[config.mk]
export PLATFORM = sky130hd
export DESIGN_NAME = horner_eval
export DESIGN_NICKNAME = d
export VERILOG_FILES = /design/src/rtl/horner_pkg.sv /design/src/rtl/horner_ctrl.sv /design/src/rtl/horner_fetch.sv /design/src/rtl/horner_datapath.sv /design/src/rtl/horner_eval.sv
export SDC_FILE = /design/constraint.sdc
export NUM_CORES = 1
export LEC_CHECK = 0
export BUFFER_PORTS_ARGS = -buffer_cell sky130_fd_sc_hd__buf_4
export CORE_UTILIZATION = 42
export CTS_BUF_LIST = sky130_fd_sc_hd__clkbuf_8
export DETAILED_ROUTE_END_ITERATION = 12
export SLEW_MARGIN = 20
export SYNTH_ARGS = -nofsm -noshare
export SYNTH_HDL_FRONTEND = slang
export SYNTH_SLANG_ARGS = --single-unit
[constraint.sdc]
create_clock -name clk -period 17.8 [get_ports clk]
set_input_delay 0.89 -clock clk [delete_from_list [all_inputs] [get_ports clk]]
set_output_delay 0.89 -clock clk [all_outputs]
set_load 0.005 [all_outputs]
[src/rtl/horner_pkg.sv]
package horner_pkg;

  typedef enum logic [2:0] {
    ST_IDLE,
    ST_PRIME,
    ST_LOADB,
    ST_RUN,
    ST_FINISH
  } hstate_t;

  typedef struct packed {
    logic start;       // latch x, clear accumulator
    logic load_first;  // first coefficient into addend register
    logic step;        // one Horner multiply-add
    logic load_next;   // next coefficient into addend register
    logic store;       // saturate and store result
  } dp_ctrl_t;

endpackage

[src/rtl/horner_ctrl.sv]
module horner_ctrl
  import horner_pkg::*;
#(
  parameter int MAX_N = 8,
  parameter int CNT_W = 4
) (
  input  logic             clk,
  input  logic             rst,
  input  logic             start_i,
  input  logic [CNT_W-1:0] nterms_i,
  output logic             accept_o,
  output dp_ctrl_t         ctl_o,
  output logic             done_o
);

  hstate_t          state_q;
  logic [CNT_W-1:0] n_q;
  logic [CNT_W-1:0] step_q;
  logic             done_q;
  logic             count_ok;
  logic             last_step;
  logic [CNT_W:0]   step_nxt;

  assign count_ok  = (nterms_i != '0) && (nterms_i <= CNT_W'(MAX_N));
  assign accept_o  = (state_q == ST_IDLE) && start_i && count_ok;
  assign step_nxt  = {1'b0, step_q} + 1'b1;
  assign last_step = (step_nxt == {1'b0, n_q});

  always_comb begin
    ctl_o            = '0;
    ctl_o.start      = accept_o;
    ctl_o.load_first = (state_q == ST_LOADB);
    ctl_o.step       = (state_q == ST_RUN);
    ctl_o.load_next  = (state_q == ST_RUN) && (step_nxt < {1'b0, n_q});
    ctl_o.store      = (state_q == ST_FINISH);
  end

  always_ff @(posedge clk) begin
    if (rst) begin
      state_q <= ST_IDLE;
      n_q     <= '0;
      step_q  <= '0;
      done_q  <= 1'b0;
    end else begin
      done_q <= (state_q == ST_FINISH);
      unique case (state_q)
        ST_IDLE: begin
          if (accept_o) begin
            n_q     <= nterms_i;
            state_q <= ST_PRIME;
          end
        end
        ST_PRIME: state_q <= ST_LOADB;
        ST_LOADB: begin
          step_q  <= '0;
          state_q <= ST_RUN;
        end
        ST_RUN: begin
          if (last_step) state_q <= ST_FINISH;
          else           step_q  <= step_nxt[CNT_W-1:0];
        end
        ST_FINISH: state_q <= ST_IDLE;
        default:   state_q <= ST_IDLE;
      endcase
    end
  end

  assign done_o = done_q;

endmodule

[src/rtl/horner_fetch.sv]
module horner_fetch #(
  parameter int MAX_N  = 8,
  parameter int CNT_W  = 4,
  parameter int ADDR_W = 3
) (
  input  logic              clk,
  input  logic              rst,
  input  logic              go_i,
  input  logic [CNT_W-1:0]  nterms_i,
  output logic [ADDR_W-1:0] addr_o,
  output logic              rd_o
);

  logic              active_q;
  logic [CNT_W-1:0]  idx_q;
  logic [CNT_W-1:0]  lim_q;
  logic [ADDR_W-1:0] addr_q;
  logic              rd_q;

  always_ff @(posedge clk) begin
    if (rst) begin
      active_q <= 1'b0;
      idx_q    <= '0;
      lim_q    <= '0;
      addr_q   <= '0;
      rd_q     <= 1'b0;
    end else if (go_i) begin
      active_q <= 1'b1;
      lim_q    <= nterms_i;
      idx_q    <= CNT_W'(1);
      addr_q   <= '0;
      rd_q     <= 1'b1;
    end else if (active_q) begin
      if (idx_q < lim_q) begin
        addr_q <= idx_q[ADDR_W-1:0];
        rd_q   <= 1'b1;
        idx_q  <= idx_q + 1'b1;
      end else begin
        rd_q     <= 1'b0;
        active_q <= 1'b0;
      end
    end else begin
      rd_q <= 1'b0;
    end
  end

  assign addr_o = addr_q;
  assign rd_o   = rd_q;

endmodule

[src/rtl/horner_datapath.sv]
module horner_datapath
  import horner_pkg::*;
#(
  parameter int DW = 16,
  parameter int AW = 40
) (
  input  logic          clk,
  input  logic          rst,
  input  dp_ctrl_t      ctl_i,
  input  logic [DW-1:0] x_i,
  input  logic [DW-1:0] coef_i,
  output logic [DW-1:0] result_o
);

  localparam int PW    = 2 * DW;
  localparam int GUARD = AW - PW;

  logic signed [DW-1:0] t_q;
  logic signed [AW-1:0] a_q;
  logic signed [AW-1:0] b_q;
  logic        [DW-1:0] res_q;

  logic signed [DW-1:0] a_hi;
  logic signed [PW-1:0] prod;
  logic signed [AW-1:0] prod_ext;
  logic signed [AW-1:0] mac;
  logic signed [AW-1:0] coef_ext;
  logic                 in_range;
  logic        [DW-1:0] sat_val;

  assign coef_ext = {{GUARD{coef_i[DW-1]}}, coef_i, {DW{1'b0}}};
  assign a_hi     = a_q[PW-1:DW];
  assign prod     = t_q * a_hi;
  assign prod_ext = {{GUARD{prod[PW-1]}}, prod};
  assign mac      = b_q + (prod_ext <<< 1);

  // guard bits and the 32-bit sign bit must all agree
  assign in_range = (a_q[AW-1:PW-1] == {(GUARD+1){1'b0}}) ||
                    (a_q[AW-1:PW-1] == {(GUARD+1){1'b1}});

  always_comb begin
    if (in_range)    sat_val = a_q[PW-1:DW];
    else if (a_q[AW-1]) sat_val = {1'b1, {(DW-1){1'b0}}};
    else             sat_val = {1'b0, {(DW-1){1'b1}}};
  end

  always_ff @(posedge clk) begin
    if (rst) begin
      t_q   <= '0;
      a_q   <= '0;
      b_q   <= '0;
      res_q <= '0;
    end else begin
      if (ctl_i.start) begin
        t_q <= x_i;
        a_q <= '0;
      end
      if (ctl_i.load_first) b_q <= coef_ext;
      if (ctl_i.step) begin
        a_q <= mac;
        if (ctl_i.load_next) b_q <= coef_ext;
      end
      if (ctl_i.store) res_q <= sat_val;
    end
  end

  assign result_o = res_q;

endmodule

[src/rtl/horner_eval.sv]
module horner_eval
  import horner_pkg::*;
#(
  parameter int DW     = 16,
  parameter int AW     = 40,
  parameter int MAX_N  = 8,
  parameter int CNT_W  = $clog2(MAX_N + 1),
  parameter int ADDR_W = (MAX_N > 1) ? $clog2(MAX_N) : 1
) (
  input  logic              clk,
  input  logic              rst,
  input  logic              start_i,
  input  logic [DW-1:0]     x_i,
  input  logic [CNT_W-1:0]  nterms_i,
  output logic [ADDR_W-1:0] coef_addr_o,
  output logic              coef_rd_o,
  input  logic [DW-1:0]     coef_data_i,
  output logic              done_o,
  output logic [DW-1:0]     result_o
);

  dp_ctrl_t ctl;
  logic     accept;

  horner_ctrl #(
    .MAX_N (MAX_N),
    .CNT_W (CNT_W)
  ) u_ctrl (
    .clk      (clk),
    .rst      (rst),
    .start_i  (start_i),
    .nterms_i (nterms_i),
    .accept_o (accept),
    .ctl_o    (ctl),
    .done_o   (done_o)
  );

  horner_fetch #(
    .MAX_N  (MAX_N),
    .CNT_W  (CNT_W),
    .ADDR_W (ADDR_W)
  ) u_fetch (
    .clk      (clk),
    .rst      (rst),
    .go_i     (accept),
    .nterms_i (nterms_i),
    .addr_o   (coef_addr_o),
    .rd_o     (coef_rd_o)
  );

  horner_datapath #(
    .DW (DW),
    .AW (AW)
  ) u_dp (
    .clk      (clk),
    .rst      (rst),
    .ctl_i    (ctl),
    .x_i      (x_i),
    .coef_i   (coef_data_i),
    .result_o (result_o)
  );

endmodule

==> metrics <==
result of the run=completed; fmax=~110 MHz; number of enable flip-flop cells after synthesis=0; count of maximum capacitance violations=0; maximum fanout along the worst path=18; Final Hold Violating Endpoints=0; post-detailed-route wirelength per cell=approximately 17 um; Setup crit start kind=flop; fin worst setup slack=~8.9 ns; largest cells by area after synthesis=fa_1, dfxtp_1, ha_1; final setup violating endpoints=0; Die Outline Area=approximately 38000 um^2; library cells used by synthesis=60; sequential element share of the synthesized area=0.1513; Final TNS setup=0 ns; Setup Slack @ Placement=8.953 ns; cell area after technology mapping=15740 um^2; Total Routed Length=a little under 40000 um; yosys warns=0; maximum buffer depth of the clock tree=2; number of global-route vias before repair=between 10000 and 15000; biggest area consumer among synthesized cells=fa_1; Worst Path Class, Setup=flop to flop; clock buffers created by TritonCTS=17; worst hold slack after final layout=0.4594 ns; DRC errors left=0; Inserted Diodes=0; Routability Congestion=0.8694; most frequent cells in the layout=inv_1, fa_1, nand2_1, and2_1, ha_1; level count of the clock H-tree=4; Die Wd=195.6 um; pin count of the biggest net entering global routing=between 70 and 80; reported leakage power=between 0.008 and 0.009 uW; count of vias placed by the detailed router=11851; area of the core=roughly 37000 um^2; cell area after layout=16990 um^2; worst hold stages=2; CP Capture Type=flop; clock slew at reported path FFs=around 0.10 ns; worst flop-to-flop path endpoint=u_dp.a_q[39]$_SDFFE_PP0P_; synthesized area per cell=about 8.8 um^2; global-route wire length before repair=66160 um; class of the tightest hold or removal check=flop to flop; peak supply drop=around 0.067 mV; ANT nets after route=0; final cycle utilization of the critical path=0.4981; end point of the most critical hold path=u_ctrl.n_q[3]$_SDFFE_PP0P_; count of fill cells added during filler insertion=3604; clock sink count=between 100 and 150; Synth Flop Type=dfxtp_1; area share of the largest cell type after synthesis=0.3332; TritonCTS clock tree=yes; Pre-Repair DR Iteration Count=5; WP data required=around 18 ns; quantity of gates resized following cts=0; floorplan row count=70; number of buffers inserted by post-CTS setup repair=0; DRC marker count from the first detailed-route iteration=519; number of buffer cells added on primary ports=slightly below 60; hold wc startpoint=u_ctrl.n_q[3]$_SDFFE_PP0P_; via density per instance=just over 5; Starting Density=0.4279; Data arrival, critical path=approximately 9 ns; P per Cell Area=between 30 and 40 nW/um^2; most frequent standard cell in the layout excluding fill and tap cells=inv_1; R2R Path Start=u_dp.a_q[21]$_SDFFE_PP0P_; number of nets in the layout=~2200; max-slew violation total from the final report=0; final critical path time including I/O delays and setup=~8.9 ns; library cell used as clock root buffer=clkbuf_8; pin slew with the least headroom to its limit=around 1.1 ns; num ports=60; hold-fix buffer count after cts=0; antenna violations before repair=0; cell count after synthesis=roughly 1800; grt ovf=0; HPWL after detailed placement=approximately 30000 um; longest individual stage delay on the worst path=between 0.8 and 0.9 ns; insertion delay to the later sink of the worst-skew pair=between 0.4 and 0.5 ns; Die Height=195.6 um; Layout Utilization=0.4618; Post-synth ARST share=0; global-route usage over all layers=0.2204; #FFs+latches synth=between 100 and 150; highest-delay cell along the critical path=dfxtp_1; nets in the synthesized netlist=between 2000 and 2500; clock skew after layout=0.02673 ns; Area Overhead vs Synth=7.909%; depth of the worst register-to-register path=31; cell area reported after detailed placement=roughly 17000 um^2; share of post-route cells with drive strength above 1=0.05831; relative max-transition margin=0.2871; most repeated library cell on the critical path=fa_1; Register-to-Register Setup Slack=~8.9 ns; RSZ-0062 raised after global routing=false
## power by group
part           total, uW  internal [uW]  switching, uW
registers            298            276           22.1
logic               65.2           26.3           38.9
clock network        274            132            141
total                637            434            202
## cells in the mapped netlist (3+ instances only)
cell      number
inv_1        300
fa_1         262
nand2_1      237
and2_1       143
ha_1         130
dfxtp_1      119
a21oi_1       95
nor2_1        95
clkbuf_1      69
o21ai_0       55
xnor2_1       35
a21o_1        27
nand3_1       26
mux2i_1       22
xor2_1        21
a311oi_1      18
nand2b_1      11
nor3_1        11
nand4_1       10
o21a_1        10
o21bai_1       9
a211oi_1       8
nor2b_1        7
and3_1         6
o31ai_1        6
or3_1          6
a31oi_1        5
a21boi_0       4
a32o_1         3
nor3b_1        3
or2_2          3
## how the worst max path moves through the flow
| stage | endpoint | slack, ns | from | cells past startpoint |
|---|---|---|---|---|
| 6_report | u_dp.a_q[39]$_SDFFE_PP0P_ | 8.93 | u_dp.a_q[21]$_SDFFE_PP0P_ | 31 |
| 5_1_grt | u_dp.a_q[39]$_SDFFE_PP0P_ | 8.34 | u_dp.a_q[17]$_SDFFE_PP0P_ | 26 |
| 2_1_floorplan | u_dp.a_q[37]$_SDFFE_PP0P_ | 9.84 | u_dp.a_q[17]$_SDFFE_PP0P_ | 31 |
| 3_3_place_gp | u_dp.a_q[39]$_SDFFE_PP0P_ | 9.08 | u_dp.a_q[23]$_SDFFE_PP0P_ | 31 |
| 4_1_cts | u_dp.a_q[39]$_SDFFE_PP0P_ | 8.90 | u_dp.a_q[21]$_SDFFE_PP0P_ | 31 |
| 3_5_place_dp | u_dp.a_q[39]$_SDFFE_PP0P_ | 8.95 | u_dp.a_q[23]$_SDFFE_PP0P_ | 31 |
## flip-flops by register name, indices dropped and copies added (netlist names)
register and flops:
u_fetch.rd_o 1, u_fetch.idx_q 4, u_dp.t_q 16, u_ctrl.state_q 3, u_fetch.addr_o 3, u_dp.result_o 16, u_dp.a_q 24, u_ctrl.n_q 4
u_fetch.lim_q 4, u_dp.b_q 39, u_ctrl.step_q 4, u_ctrl.done_o 1
## stage by stage
stage          instances  power [uW]
3_3_place_gp        2254       367.2
4_1_cts             2286       640.3
5_1_grt             2286       661.7
6_report            2286       636.8
2_1_floorplan       1790       336.4
3_5_place_dp        2254       368.6
## routing by layer
| layer | global-route usage | share of wire | vias up |
|---|---|---|---|
| li1 | - | - | 5679 |
| met5 | 0 | 0 | - |
| met2 | 0.3472 | 0.45 | 250 |
| met3 | 0.03731 | 0.044 | 34 |
| met1 | 0.3183 | 0.49 | 5888 |
| met4 | 0.04374 | 0.014 | 0 |
## critical path: cells and delay by family, from the launching register on
| kind | cells | cell delay, ns |
|---|---|---|
| adders and majority gates | 8 | 3.55 |
| AOI/OAI and AO/OA | 14 | 3.32 |
| DFF | 1 | 0.87 |
| xor gates and xnor gates | 2 | 0.42 |
| and+or+nand+nor | 3 | 0.41 |
| buffers and inverters | 4 | 0.22 |
## logic make-up after synthesis
family / share of synthesized area
adder cells (fa/ha/maj): 0.4365
multiplexers: 0.01399
XOR/XNOR: 0.03259
AO/OA/AOI/OAI: 0.1073
AND/OR/NAND/NOR: 0.1703
buffers and inverters: 0.08799
flip-flops: 0.1513
## layout make-up
class	count	area [um^2]	area share
clock buffer	18	247.7	0.01458
clock inverter	14	167.7	0.009870
inverter	300	1126	0.06629
multi-input combinational	1302	11990	0.7058
sequential	119	2382	0.1402
tap	468	585.6	0.03447
timing repair buffer	65	488.0	0.02873
No activity file was read; power rests on OpenSTA's default activity.
